$ cat config.mk
export PLATFORM = sky130hd
export DESIGN_NAME = pcmrx_top
export DESIGN_NICKNAME = d
export VERILOG_FILES = /design/src/rtl/pcmrx_pkg.sv /design/src/rtl/pcmrx_runlen.sv /design/src/rtl/pcmrx_deser.sv /design/src/rtl/pcmrx_arm.sv /design/src/rtl/pcmrx_top.sv
export SDC_FILE = /design/constraint.sdc
export NUM_CORES = 1
export LEC_CHECK = 0
export BUFFER_PORTS_ARGS = -buffer_cell sky130_fd_sc_hd__buf_2
export CAP_MARGIN = 40
export CORE_AREA = 4 4 89 91
export CTS_CLUSTER_SIZE = 25
export DETAILED_ROUTE_END_ITERATION = 8
export DIE_AREA = 0 0 93 95
export GPL_TIMING_DRIVEN = 0
export PLACE_DENSITY = 0.85
export SKIP_LAST_GASP = 1
export SLEW_MARGIN = 20
export SYNTH_ARGS = -nofsm -noshare
export SYNTH_HDL_FRONTEND = slang
export SYNTH_SLANG_ARGS = --single-unit
$ cat constraint.sdc
create_clock -name clk -period 3.85 [get_ports clk]
set_input_delay 0.1925 -clock clk [delete_from_list [all_inputs] [get_ports clk]]
set_output_delay 0.1925 -clock clk [all_outputs]
set_load 0.05 [all_outputs]
$ cat src/rtl/pcmrx_pkg.sv
`timescale 1ns/1ps
package pcmrx_pkg;

    typedef enum logic [2:0] {
        ARM_IDLE,
        ARM_HELD,
        ARM_STOP,
        ARM_PULSE,
        ARM_WAIT,
        ARM_ON
    } arm_state_e;

endpackage

$ cat src/rtl/pcmrx_runlen.sv
`timescale 1ns/1ps
// Saturating run-length counter: counts consecutive samples without restart.
module pcmrx_runlen #(
    parameter int unsigned LIMIT      = 4,
    parameter bit          STRICT     = 1'b1,  // 1: hit when run > LIMIT, 0: run >= LIMIT
    parameter bit          START_FULL = 1'b0   // reset to a saturated run
) (
    input  logic clk,
    input  logic rst_n,
    input  logic restart,
    output logic hit
);
    localparam int unsigned CW = $clog2(LIMIT + 2);
    localparam logic [CW-1:0] TOP = CW'(LIMIT + 1);
    localparam logic [CW-1:0] LIM = CW'(LIMIT);

    typedef struct packed {
        logic [CW-1:0] cnt;
    } run_s;

    run_s run_d, run_q;

    always_comb begin
        run_d = run_q;
        if (restart) begin
            run_d.cnt = '0;
        end else if (run_q.cnt != TOP) begin
            run_d.cnt = run_q.cnt + 1'b1;
        end
    end

    always_ff @(posedge clk or negedge rst_n) begin
        if (!rst_n) begin
            run_q.cnt <= START_FULL ? TOP : '0;
        end else begin
            run_q <= run_d;
        end
    end

    generate
        if (STRICT) begin : g_strict
            assign hit = (run_q.cnt > LIM);
        end else begin : g_reach
            assign hit = (run_q.cnt >= LIM);
        end
    endgenerate

endmodule

$ cat src/rtl/pcmrx_deser.sv
`timescale 1ns/1ps
// Frame detection, bit assembly and word transfer.
module pcmrx_deser #(
    parameter int unsigned W        = 8,
    parameter bit          FILL_BIT = 1'b1
) (
    input  logic         clk,
    input  logic         rst_n,
    input  logic         bclk,
    input  logic         fsync,
    input  logic         sdin,
    input  logic         sel,
    input  logic         block,
    input  logic         armed,
    output logic         frame_start,
    output logic [W-1:0] word,
    output logic         valid,
    output logic         short_frame
);
    localparam int unsigned BCW = $clog2(W + 1);
    localparam logic [BCW-1:0] LAST = BCW'(W);

    typedef struct packed {
        logic [BCW-1:0] cnt;
        logic [W-1:0]   sh;
        logic           fs_prev;
        logic           sclk_prev;
        logic           steal;
        logic [W-1:0]   word;
        logic           shrt;
        logic           vld;
    } deser_s;

    deser_s st_d, st_q;
    logic   fall;

    assign fall        = st_q.sclk_prev & ~bclk;
    assign frame_start = fall & fsync & ~st_q.fs_prev;

    always_comb begin
        st_d           = st_q;
        st_d.vld       = 1'b0;
        st_d.sclk_prev = bclk;
        if (fall) begin
            st_d.fs_prev = fsync;
        end
        if (block) begin
            st_d.cnt = '0;
        end else if (frame_start) begin
            st_d.sh    = {{(W-1){1'b0}}, sdin};
            st_d.cnt   = BCW'(1);
            st_d.steal = armed & sel;
        end else if (fall && (st_q.cnt != '0)) begin
            if (st_q.cnt == LAST) begin
                st_d.cnt  = '0;
                st_d.vld  = 1'b1;
                st_d.shrt = st_q.steal;
                st_d.word = st_q.steal ? {st_q.sh[W-1:1], FILL_BIT} : st_q.sh;
            end else begin
                st_d.sh  = {st_q.sh[W-2:0], sdin};
                st_d.cnt = st_q.cnt + 1'b1;
            end
        end
    end

    always_ff @(posedge clk or negedge rst_n) begin
        if (!rst_n) begin
            st_q <= '0;
        end else begin
            st_q <= st_d;
        end
    end

    assign word        = st_q.word;
    assign valid       = st_q.vld;
    assign short_frame = st_q.shrt;

endmodule

$ cat src/rtl/pcmrx_arm.sv
`timescale 1ns/1ps
// Bit-steal arming sequencer.
module pcmrx_arm
    import pcmrx_pkg::*;
(
    input  logic clk,
    input  logic rst_n,
    input  logic sel,
    input  logic fsync,
    input  logic hold_ok,
    input  logic rx_down,
    input  logic dev_down,
    input  logic frame_start,
    output logic armed
);
    arm_state_e state_d, state_q;

    always_comb begin
        state_d = state_q;
        unique case (state_q)
            ARM_IDLE:  if (hold_ok) state_d = ARM_HELD;
            ARM_HELD: begin
                if (!sel)                    state_d = ARM_IDLE;
                else if (rx_down && !fsync)  state_d = ARM_STOP;
            end
            ARM_STOP: begin
                if (frame_start)  state_d = ARM_IDLE;
                else if (!sel)    state_d = ARM_PULSE;
            end
            ARM_PULSE: begin
                if (frame_start)  state_d = ARM_IDLE;
                else if (sel)     state_d = ARM_WAIT;
            end
            ARM_WAIT:  if (frame_start) state_d = ARM_ON;
            ARM_ON:    state_d = ARM_ON;
            default:   state_d = ARM_IDLE;
        endcase
        if (dev_down) begin
            state_d = ARM_IDLE;
        end
    end

    always_ff @(posedge clk or negedge rst_n) begin
        if (!rst_n) begin
            state_q <= ARM_IDLE;
        end else begin
            state_q <= state_d;
        end
    end

    assign armed = (state_q == ARM_ON);

endmodule

$ cat src/rtl/pcmrx_top.sv
`timescale 1ns/1ps
module pcmrx_top #(
    parameter int unsigned W              = 8,
    parameter int unsigned CLK_PER_MS     = 100000,
    parameter int unsigned PD_MS          = 1,
    parameter int unsigned HOLD_MS        = 10,
    parameter int unsigned SYNC_LOSS_CLKS = 100000,
    parameter bit          FILL_BIT       = 1'b1
) (
    input  logic         clk,
    input  logic         rst_n,
    input  logic         bclk,
    input  logic         fsync,
    input  logic         sdin,
    input  logic         pdsel,
    output logic [W-1:0] rx_word,
    output logic         rx_valid,
    output logic         rx_short,
    output logic         rx_pd,
    output logic         dev_pd,
    output logic         steal_on
);
    localparam int unsigned PD_LIM   = PD_MS * CLK_PER_MS;
    localparam int unsigned HOLD_LIM = HOLD_MS * CLK_PER_MS;

    logic sync_prev_d, sync_prev_q;
    logic hold_ok;
    logic frame_start;

    assign sync_prev_d = fsync;

    always_ff @(posedge clk or negedge rst_n) begin
        if (!rst_n) begin
            sync_prev_q <= 1'b0;
        end else begin
            sync_prev_q <= sync_prev_d;
        end
    end

    pcmrx_runlen #(.LIMIT(PD_LIM), .STRICT(1'b1), .START_FULL(1'b0)) u_sel_low (
        .clk     (clk),
        .rst_n   (rst_n),
        .restart (pdsel),
        .hit     (dev_pd)
    );

    pcmrx_runlen #(.LIMIT(HOLD_LIM), .STRICT(1'b0), .START_FULL(1'b0)) u_sel_high (
        .clk     (clk),
        .rst_n   (rst_n),
        .restart (~pdsel),
        .hit     (hold_ok)
    );

    pcmrx_runlen #(.LIMIT(SYNC_LOSS_CLKS), .STRICT(1'b1), .START_FULL(1'b1)) u_sync_watch (
        .clk     (clk),
        .rst_n   (rst_n),
        .restart (fsync ^ sync_prev_q),
        .hit     (rx_pd)
    );

    pcmrx_deser #(.W(W), .FILL_BIT(FILL_BIT)) u_deser (
        .clk         (clk),
        .rst_n       (rst_n),
        .bclk        (bclk),
        .fsync       (fsync),
        .sdin        (sdin),
        .sel         (pdsel),
        .block       (dev_pd),
        .armed       (steal_on),
        .frame_start (frame_start),
        .word        (rx_word),
        .valid       (rx_valid),
        .short_frame (rx_short)
    );

    pcmrx_arm u_arm (
        .clk         (clk),
        .rst_n       (rst_n),
        .sel         (pdsel),
        .fsync       (fsync),
        .hold_ok     (hold_ok),
        .rx_down     (rx_pd),
        .dev_down    (dev_pd),
        .frame_start (frame_start),
        .armed       (steal_on)
    );

endmodule

* After elaboration in Yosys (flattened, before gate mapping) *
Cells that the tools add are included.

cells by class
  add/subtract/negate cells = 4
  $lt $le $gt $ge = 3
  eq/ne operators = 16
  multiplexer cells = 26
  bitwise operators = 9
  reductions and logical operators = 13

operators by type and width
  kind                                                                     number
  17-bit 2-to-1 mux                                                        4
  20-bit 2-to-1 mux                                                        2
  17-bit by 1-bit adder with 17-bit output, second input constant          2
  17-bit > comparator, second input constant                               2
  17-bit inequality test, second input constant                            2
  3-bit 2-to-1 mux                                                         9
  12-bit 2-to-1 mux                                                        2
  20-bit by 1-bit adder with 20-bit output, second input constant          1
  20-bit >= comparator, second input constant                              1
  20-bit inequality test, second input constant                            1
  3-bit case mux with 6 select lines                                       1
  4-bit 2-to-1 mux                                                         2
  8-bit 2-to-1 mux                                                         1
  4-bit inequality test, second input constant                             2
  3-bit by 2-bit == test with 1-bit output, second input constant          2
  3-bit == test, second input constant                                     2
  3-bit inequality test, second input constant                             2
  2-bit nonzero test                                                       3
  1-bit 2-to-1 mux                                                         5
  5-bit AND reduction                                                      1
  4-bit by 1-bit adder with 4-bit output, second input constant            1
  1-bit bitwise AND                                                        4
  4-bit == test, second input constant                                     1
  4-bit by 3-bit inequality test with 1-bit output, second input constant  1
  other kinds (13)                                                         17

word-level totals
  register bits = 83
  output and inout bits = 13
  logic and storage cells = 84

* Longest topological paths before layout *
Gate-level depths: netlist (run 1).

  depth after elaboration = 7
  mapped depth = 8
  mapped depth without buffers = 8

* By module *
From an unflattened synthesis (run 1), not the netlist that was laid out.

second synthesis, totals
  cells, all modules = 433
  area, all modules = 4444.3 um^2

by module, submodules not included
  module                       times used  cells each  area each (um^2)  sequential area each (um^2)
  pcmrx_deser                  1           97          1188.6            625.6
  pcmrx_runlen (u_sel_high)    1           115         1104.8            500.5
  pcmrx_runlen (u_sync_watch)  1           98          959.7             434.2
  pcmrx_runlen (u_sel_low)     1           98          950.9             425.4
  pcmrx_arm                    1           22          202.7             75.1
  pcmrx_top                    1           3           37.5              25.0

* Worst setup path before layout (run 1) *
No wires, ideal clock.

  kind = register to register
  start = register u_sel_low.run_q[6] (netlist bit)
  end = register u_deser.st_q[13] (netlist bit)
  setup time = 0.125 ns
  arrival time = 2.217 ns
  data required time = 3.725 ns
  path slack = 1.509 ns
  cell stages (with the launch flop) = 7
  period minus slack after synthesis = 2.341 ns
  cell sequence = dfrtp_1 > and4bb_2 > nand3_1 > a21oi_2 > nor2_1 > a21o_1 > mux2_2

between the ends
  longest elaborated chain between the ends = 3

ends and longest elaborated chain
  item                                  line                RTL
  from (decl)                           pcmrx_runlen.sv:21  run_s run_d, run_q;
  from (signal assigned)                pcmrx_runlen.sv:36  run_q <= run_d;
  17-bit > comparator                   pcmrx_runlen.sv:42  assign hit = (run_q.cnt > LIM);
  via dev_pd                            pcmrx_top.sv:20     output logic dev_pd,
  1-bit NOT (no source line)            -
  3-bit AND reduction (no source line)  -
  to (signal assigned)                  pcmrx_deser.sv:70   st_q <= st_d;
  to (decl)                             pcmrx_deser.sv:34   deser_s st_d, st_q;

The timed path passes the listed nets, and every way through them passes these cells.
A chain may end at the register's enable or synchronous reset.

* Worst setup path in the final report (run 1) *
  start = register u_sel_low.run_q[14] (netlist bit)
  end = register u_deser.st_q (netlist bit u_deser.short_frame)

between the ends
  longest elaborated chain between the ends = 3

ends and longest elaborated chain
  item                                  line
  17-bit > comparator                   pcmrx_runlen.sv:42
  1-bit NOT (no source line)            -
  4-bit AND reduction (no source line)  -

No other way between the ends.

==> summary.txt, run 1 <==
reg2reg setup slack -> 1.41 ns
Clock transition at path regs -> 0.09 ns
CP Cell Sequence -> or4_4 > a21oi_2 > o21ai_2 > nor4_4 > mux2_2
combinational family with the most area after synthesis -> simple AND/OR/NAND/NOR gates
CP Capture Point -> u_deser.short_frame
fraction of the mapped netlist area in adder cells -> 0.03281
f_max -> 409.6 MHz
DR vias/cell -> 5.584
XOR/XNOR Fraction of Synth Area -> 0.08559
Die Span Y -> 95 µm
Slew Viols, Final -> 0
WP data arrival -> 2.69 ns
antenna violations before repair -> 0
worst skew pair latency -> 0.36 ns
total vias in the final route -> 3099
total wire length -> 7789 µm
min cycle time layout -> 2.442 ns
post-synth top area cell -> dfrtp_1
Worst setup startpoint -> u_sel_low.run_q[14]
Root Buffer -> clkbuf_8
Tightest Pin Transition -> 0.6911 ns
commonest non-fill, non-tap cell in the layout -> dfrtp_1
#FFs+latches synth -> 83
Post-Synth Simple-Gate Area -> 0.2290
Setup WS post-layout -> 1.408 ns
CTS H-Tree Depth -> 3
vias in the first global route -> 3085
FF+latch area -> 0.002086 mm²
Die X -> 93 µm
PD cells -> 433.1 mW/mm²
synth top area cells -> dfrtp_1, xor2_1, dfstp_2, nor2_1, xnor2_1
Worst path max stage delay -> 0.60 ns
Setup violations, final -> 0
post-synthesis compound-gate area fraction -> 0.08291
Hold WC Path Type -> primary input to flop
# IOs -> 19
CTS tree -> done
RR Endpoint -> u_deser.short_frame
Placed Instance Area -> 0.004439 mm²
clk buf depth -> 2
pre-CTS setup slack -> 1.437 ns
syn avg cell area -> 10.01 µm²
post-DR wirelength/cell -> 14.03 µm
hold slack -> 0.02955 ns
first-pass GRT wire length -> 14150 µm
P_leak -> 0.002046 µW
Setup Skew -> 0.008891 ns
commonest cells after routing, fill and taps aside -> dfrtp_1, nor2_1, nand2_1
layout cells sized above 1 -> 0.1447
DRT Pass-1 Iters -> 5
Max stage delay cell, worst path -> nor4_4
Post-synth EDFFs -> 0
Core Footprint -> 0.007137 mm²
sequential area share after synthesis -> 0.4972
Post-synth ARST share -> 1.000
largest net degree at the start of global routing -> 47
RSZ-0062 raised after global routing -> false
row cnt -> 31
startpoint types -> flop
All-Layer GR Usage -> 0.1999
Synth cell types -> 45
Net Count, Synth -> 436
Post-Layout Cell Count -> 555
antenna fix cells -> 0
Post-synth top flop -> dfrtp_1
critical path class -> flop to flop
Initial Util -> 0.5878
Reg-to-Reg Start -> u_sel_low.run_q[14]
Placed Instances -> 537
relative slew slack -> 0.5350
I/O Buffers -> 18
status -> complete, no violations
Max Cap Violations -> 0
Worst setup EP type -> flop
Die ar. -> 0.008835 mm²
setup_tns -> 0 ns
TritonCTS Buffers -> 9
final period utilization -> 0.6342
net count reported at finish -> 468
clock tree sinks -> 83
mux cell area share after synthesis -> 0.03847
GP Congestion -> 0.8247
DRT antenna net count -> 0
Hold Fails Final Rpt -> 0
# DRC -> 0
Synth top area share -> 0.4533
Hold Path Stages -> 1
Worst VDD drop -> 0.1650 mV
hpwl dp -> 5418 µm
total gr overflow -> 0
Multi-input gate area -> 0.001967 mm²
Filler cells -> 589
Syn Inst Count -> 419
Area growth syn-to-layout -> 10.65%
Mapped Area -> 0.004195 mm²
CP max FO -> 10
final instance area -> 0.004642 mm²
yosys warns -> 0
WP data required -> 4.10 ns
initial drt markers -> 117
worst reg2reg path depth -> 5
critical path, delay by kind of cell (launching register included):
kind,cells,cell delay [ns]
and+or+nand+nor,2,1.15
AOI/OAI and AO/OA,2,0.34
muxes,1,0.41
DFF,1,0.42
flip-flops by register name, indices dropped and copies added (netlist names):
register and cells:
u_sel_high.run_q 20, u_sel_low.run_q 17, u_sync_watch.run_q 17, u_deser.st_q 15, u_deser.word 8, u_arm.state_q 3
sync_prev_q 1, u_deser.short_frame 1, u_deser.valid 1
through the flow:
stage                       util  total power (µW)
final                     0.6504              2010
after global routing      0.6504              2119
after CTS                 0.6504              2027
after detailed placement  0.6220              1430
after global placement    0.6178              1402
after floorplan                -              1324
synthesized netlist by cell type, types with 8 or more instances:
cell type	number
ha_1	11
xnor2_1	18
nor2_1	46
nor3_1	9
xor2_1	23
nand2_1	31
and2_1	16
or3_1	9
a21oi_1	19
dfrtp_1	76
buf_4	8
o21ai_0	18
nand3_1	24
inv_1	16
mux2_2	9
nand4_1	11
logic make-up after synthesis:
logic type | count (synthesis)
buffers and inverters | 30
DFF | 83
AOI/OAI and AO/OA | 57
xor gates and xnor gates | 41
adders and majority gates | 11
muxes | 15
and+or+nand+nor | 182
timing repair:
| item | in CTS | in global routing |
|---|---|---|
| setup endpoints to repair | 0 | 0 |
| hold buffers | 2 | 0 |
| buffers inserted | 0 | 0 |
| gates resized for setup | 0 | 0 |
| hold endpoints to repair | 35 | 0 |
where the power goes:
| group | total [µW] | internal [µW] | switching, µW |
|---|---|---|---|
| registers | 1040 | 957 | 84.4 |
| clock network | 592 | 246 | 346 |
| logic | 377 | 149 | 227 |
final cells by class:
cell class	instances	share of cell area
Tap cell	99	0.02668
Clock inverter	7	0.01267
Clock buffer	9	0.02668
Buffer	14	0.01779
Timing Repair Buffer	21	0.03019
Inverter	16	0.01294
Sequential cell	83	0.4493
Multi-Input combinational cell	306	0.4237
worst min-delay path by stage:
stage	from	to	slack, ns
after detailed placement	rst_n	u_sync_watch.run_q[6]	0.20
after floorplan	rst_n	sync_prev_q	-0.10
after global placement	bclk	u_deser.st_q[11]	0.32
after global routing	fsync	sync_prev_q	0.04
final	fsync	sync_prev_q	0.03
after CTS	fsync	sync_prev_q	0.02
metal layers:
layer | track usage | routed length, µm | vias to the layer above
li1 | - | - | 1503
met1 | 0.2579 | 3556 | 1533
met2 | 0.3359 | 3851 | 49
met3 | 0.02550 | 192 | 14
met4 | 0.09402 | 189 | 0
met5 | 0 | 0 | -
Power figures use the tool's default switching activity.
==> run 2, diff against run 1 <==
- clock period: 3.85 -> 2.4 ns (I/O delays scaled with it)
==> summary.txt, run 2 (synthesis results as in run 1) <==
TritonCTS Buffers -> 9 (unchanged)
final period utilization -> 0.9568 (+0.3226)
row cnt -> 31 (unchanged)
min cycle time layout -> 2.296 ns (-0.1452 ns)
Most flops, register -> u_sel_high.run_q
Tightest Pin Transition -> 0.7351 ns (+0.04401 ns)
Placed Instances -> 537 (unchanged)
clock share of power -> 0.295 (about the same)
Max Cap Violations -> 0 (unchanged)
Hold Fails Final Rpt -> 0 (unchanged)
total vias in the final route -> 3121 (+0.71%)
reg2reg setup slack -> 0.10 ns (-1.30 ns)
P_leak -> 0.002055 µW (+0.48%)
RR Endpoint -> u_deser.short_frame
WP data required -> 2.65 ns (-1.45 ns)
Setup violations, final -> 0 (unchanged)
DRT Pass-1 Iters -> 4 (-1)
f_max -> 435.5 MHz (+6.3%)
Tot Pwr -> 3230 µW (+61%)
PD cells -> 692.5 mW/mm² (+60%)
clock tree sinks -> 83 (unchanged)
post-DR wirelength/cell -> 14.05 µm (+0.14%)
Die ar. -> 0.008835 mm² (unchanged)
final instance area -> 0.004664 mm² (+0.49%)
Worst setup EP type -> flop
Area growth syn-to-layout -> 11.18%
I/O Buffers -> 18 (unchanged)
Slew Viols, Final -> 0 (unchanged)
Setup WS post-layout -> 0.1037 ns (-1.305 ns)
first-pass GRT wire length -> 14150 µm (about the same)
Setup Skew -> 0.009228 ns (+0.0003364 ns)
layout cells sized above 1 -> 0.1485 (+0.003735)
Root Buffer -> clkbuf_8
critical path class -> flop to flop
largest net degree at the start of global routing -> 47 (unchanged)
antenna fix cells -> 0 (unchanged)
GP Congestion -> 0.8247 (unchanged)
Reg-to-Reg Start -> u_sel_low.run_q[14]
Hold WC Path Type -> primary input to flop
clk buf depth -> 2 (unchanged)
total gr overflow -> 0 (unchanged)
CP max FO -> 10 (unchanged)
Clock transition at path regs -> 0.09 ns (about the same)
combinational share of power -> 0.188 (about the same)
status -> complete, no violations
# IOs -> 19 (unchanged)
pre-CTS setup slack -> -0.01349 ns (-1.450 ns)
relative slew slack -> 0.5054 (-0.02961)
initial drt markers -> 110 (-6.0%)
CTS H-Tree Depth -> 3 (unchanged)
Sw Pwr -> 1059 µW (+61%)
internal power -> 2171 µW (+61%)
All-Layer GR Usage -> 0.2002 (+0.0003422)
Largest register FFs -> 20 (unchanged)
Post-Layout Cell Count -> 557 (+0.36%)
Worst setup startpoint -> u_sel_low.run_q[14]
CP Capture Point -> u_deser.short_frame
Die Span Y -> 95 µm (unchanged)
total wire length -> 7828 µm (+0.50%)
DR vias/cell -> 5.603 (+0.35%)
RSZ-0062 raised after global routing -> false
net count reported at finish -> 470 (+0.43%)
Worst VDD drop -> 0.2645 mV (+60%)
biggest regs -> u_sel_high.run_q: 20 flops, u_sel_low.run_q: 17 flops, u_sync_watch.run_q: 17 flops
Placed Instance Area -> 0.004439 mm² (unchanged)
vias in the first global route -> 3114 (+0.94%)
Reg power frac -> 0.518 (about the same)
CTS tree -> done
DRT antenna net count -> 0 (unchanged)
antenna violations before repair -> 0 (unchanged)
Sw Share -> 0.3279 (+0.0005331)
hpwl dp -> 5418 µm (unchanged)
startpoint types -> flop
WP data arrival -> 2.55 ns (-0.14 ns)
Initial Util -> 0.5878 (unchanged)
commonest non-fill, non-tap cell in the layout -> dfrtp_1
Die X -> 93 µm (unchanged)
worst skew pair latency -> 0.36 ns (about the same)
worst reg2reg path depth -> 6 (+1)
# DRC -> 0 (unchanged)
commonest cells after routing, fill and taps aside -> dfrtp_1, nor2_1, nand2_1
setup_tns -> 0 ns (unchanged)
Core Footprint -> 0.007137 mm² (unchanged)
==> run 2: changes by cell type in the layout (fill, tap and decap cells not counted) <==
cell	before	now
buf_4	9	10
dlygate4sd3_1	2	3
nor3_1	9	8
nor3_2	0	1
==> run 2: per-stage QoR <==
step,hold WS [ns],util
after floorplan,-0.1756,-
after global placement,0.2511,0.6178
after detailed placement,0.1259,0.6220
after CTS,0.004402,0.6518
after global routing,0.01011,0.6536
final,0.004448,0.6536
==> run 2: worst min-delay path by stage <==
stage          startpoint  depth (start not counted)  slack, ns               endpoint
2_1_floorplan       rst_n                          0      -0.18            sync_prev_q
3_3_place_gp         bclk                          1       0.25       u_deser.st_q[11]
3_5_place_dp        rst_n                          1       0.13  u_sync_watch.run_q[6]
4_1_cts              sdin                          2      0.004       u_deser.st_q[13]
5_1_grt              sdin                          2       0.01       u_deser.st_q[13]
6_report             sdin                          2      0.004       u_deser.st_q[13]
==> run 2: power groups by stage <==
stage	Combinational [µW]	Sequential (µW)	Clock, µW
after floorplan	460	1660	0
after global placement	565	1680	0
after detailed placement	598	1700	0
after CTS	615	1670	969
after global routing	682	1700	1020
final	606	1670	952
==> run 2: final cells by class <==
type	instances	area, µm²
sequential	83	2086
clock inverter	7	58.81
inverter	16	60.06
clock buffer	9	123.9
multi-input combinational	306	1972
timing repair buffer	23	157.7
buffer	14	82.58
fill	583	2472
tap	99	123.9
==> run 2: per-layer routing <==
layer,wire [µm],up-vias,GRT usage
met3,202,19,0.02550
met2,3866,57,0.3413
met1,3531,1539,0.2543
met5,0,-,0
li1,-,1506,-
met4,228,0,0.09402
==> run 2: critical path: stages (launching register included) <==
cell,delay (ns)
dfrtp_1,0.42
or4_4,0.55
a21oi_2,0.21
o21ai_2,0.14
nor4_4,0.28
buf_4,0.22
mux2_2,0.35
==> run 2: timing repair <==
| item | CTS | global route |
|---|---|---|
| endpoints found under the setup margin | 8 | 9 |
| pin swaps | 1 | 1 |
| gates resized for setup | 0 | 1 |
| buffers inserted | 0 | 1 |
| hold endpoints to repair | 36 | 0 |
| hold buffers | 3 | 0 |
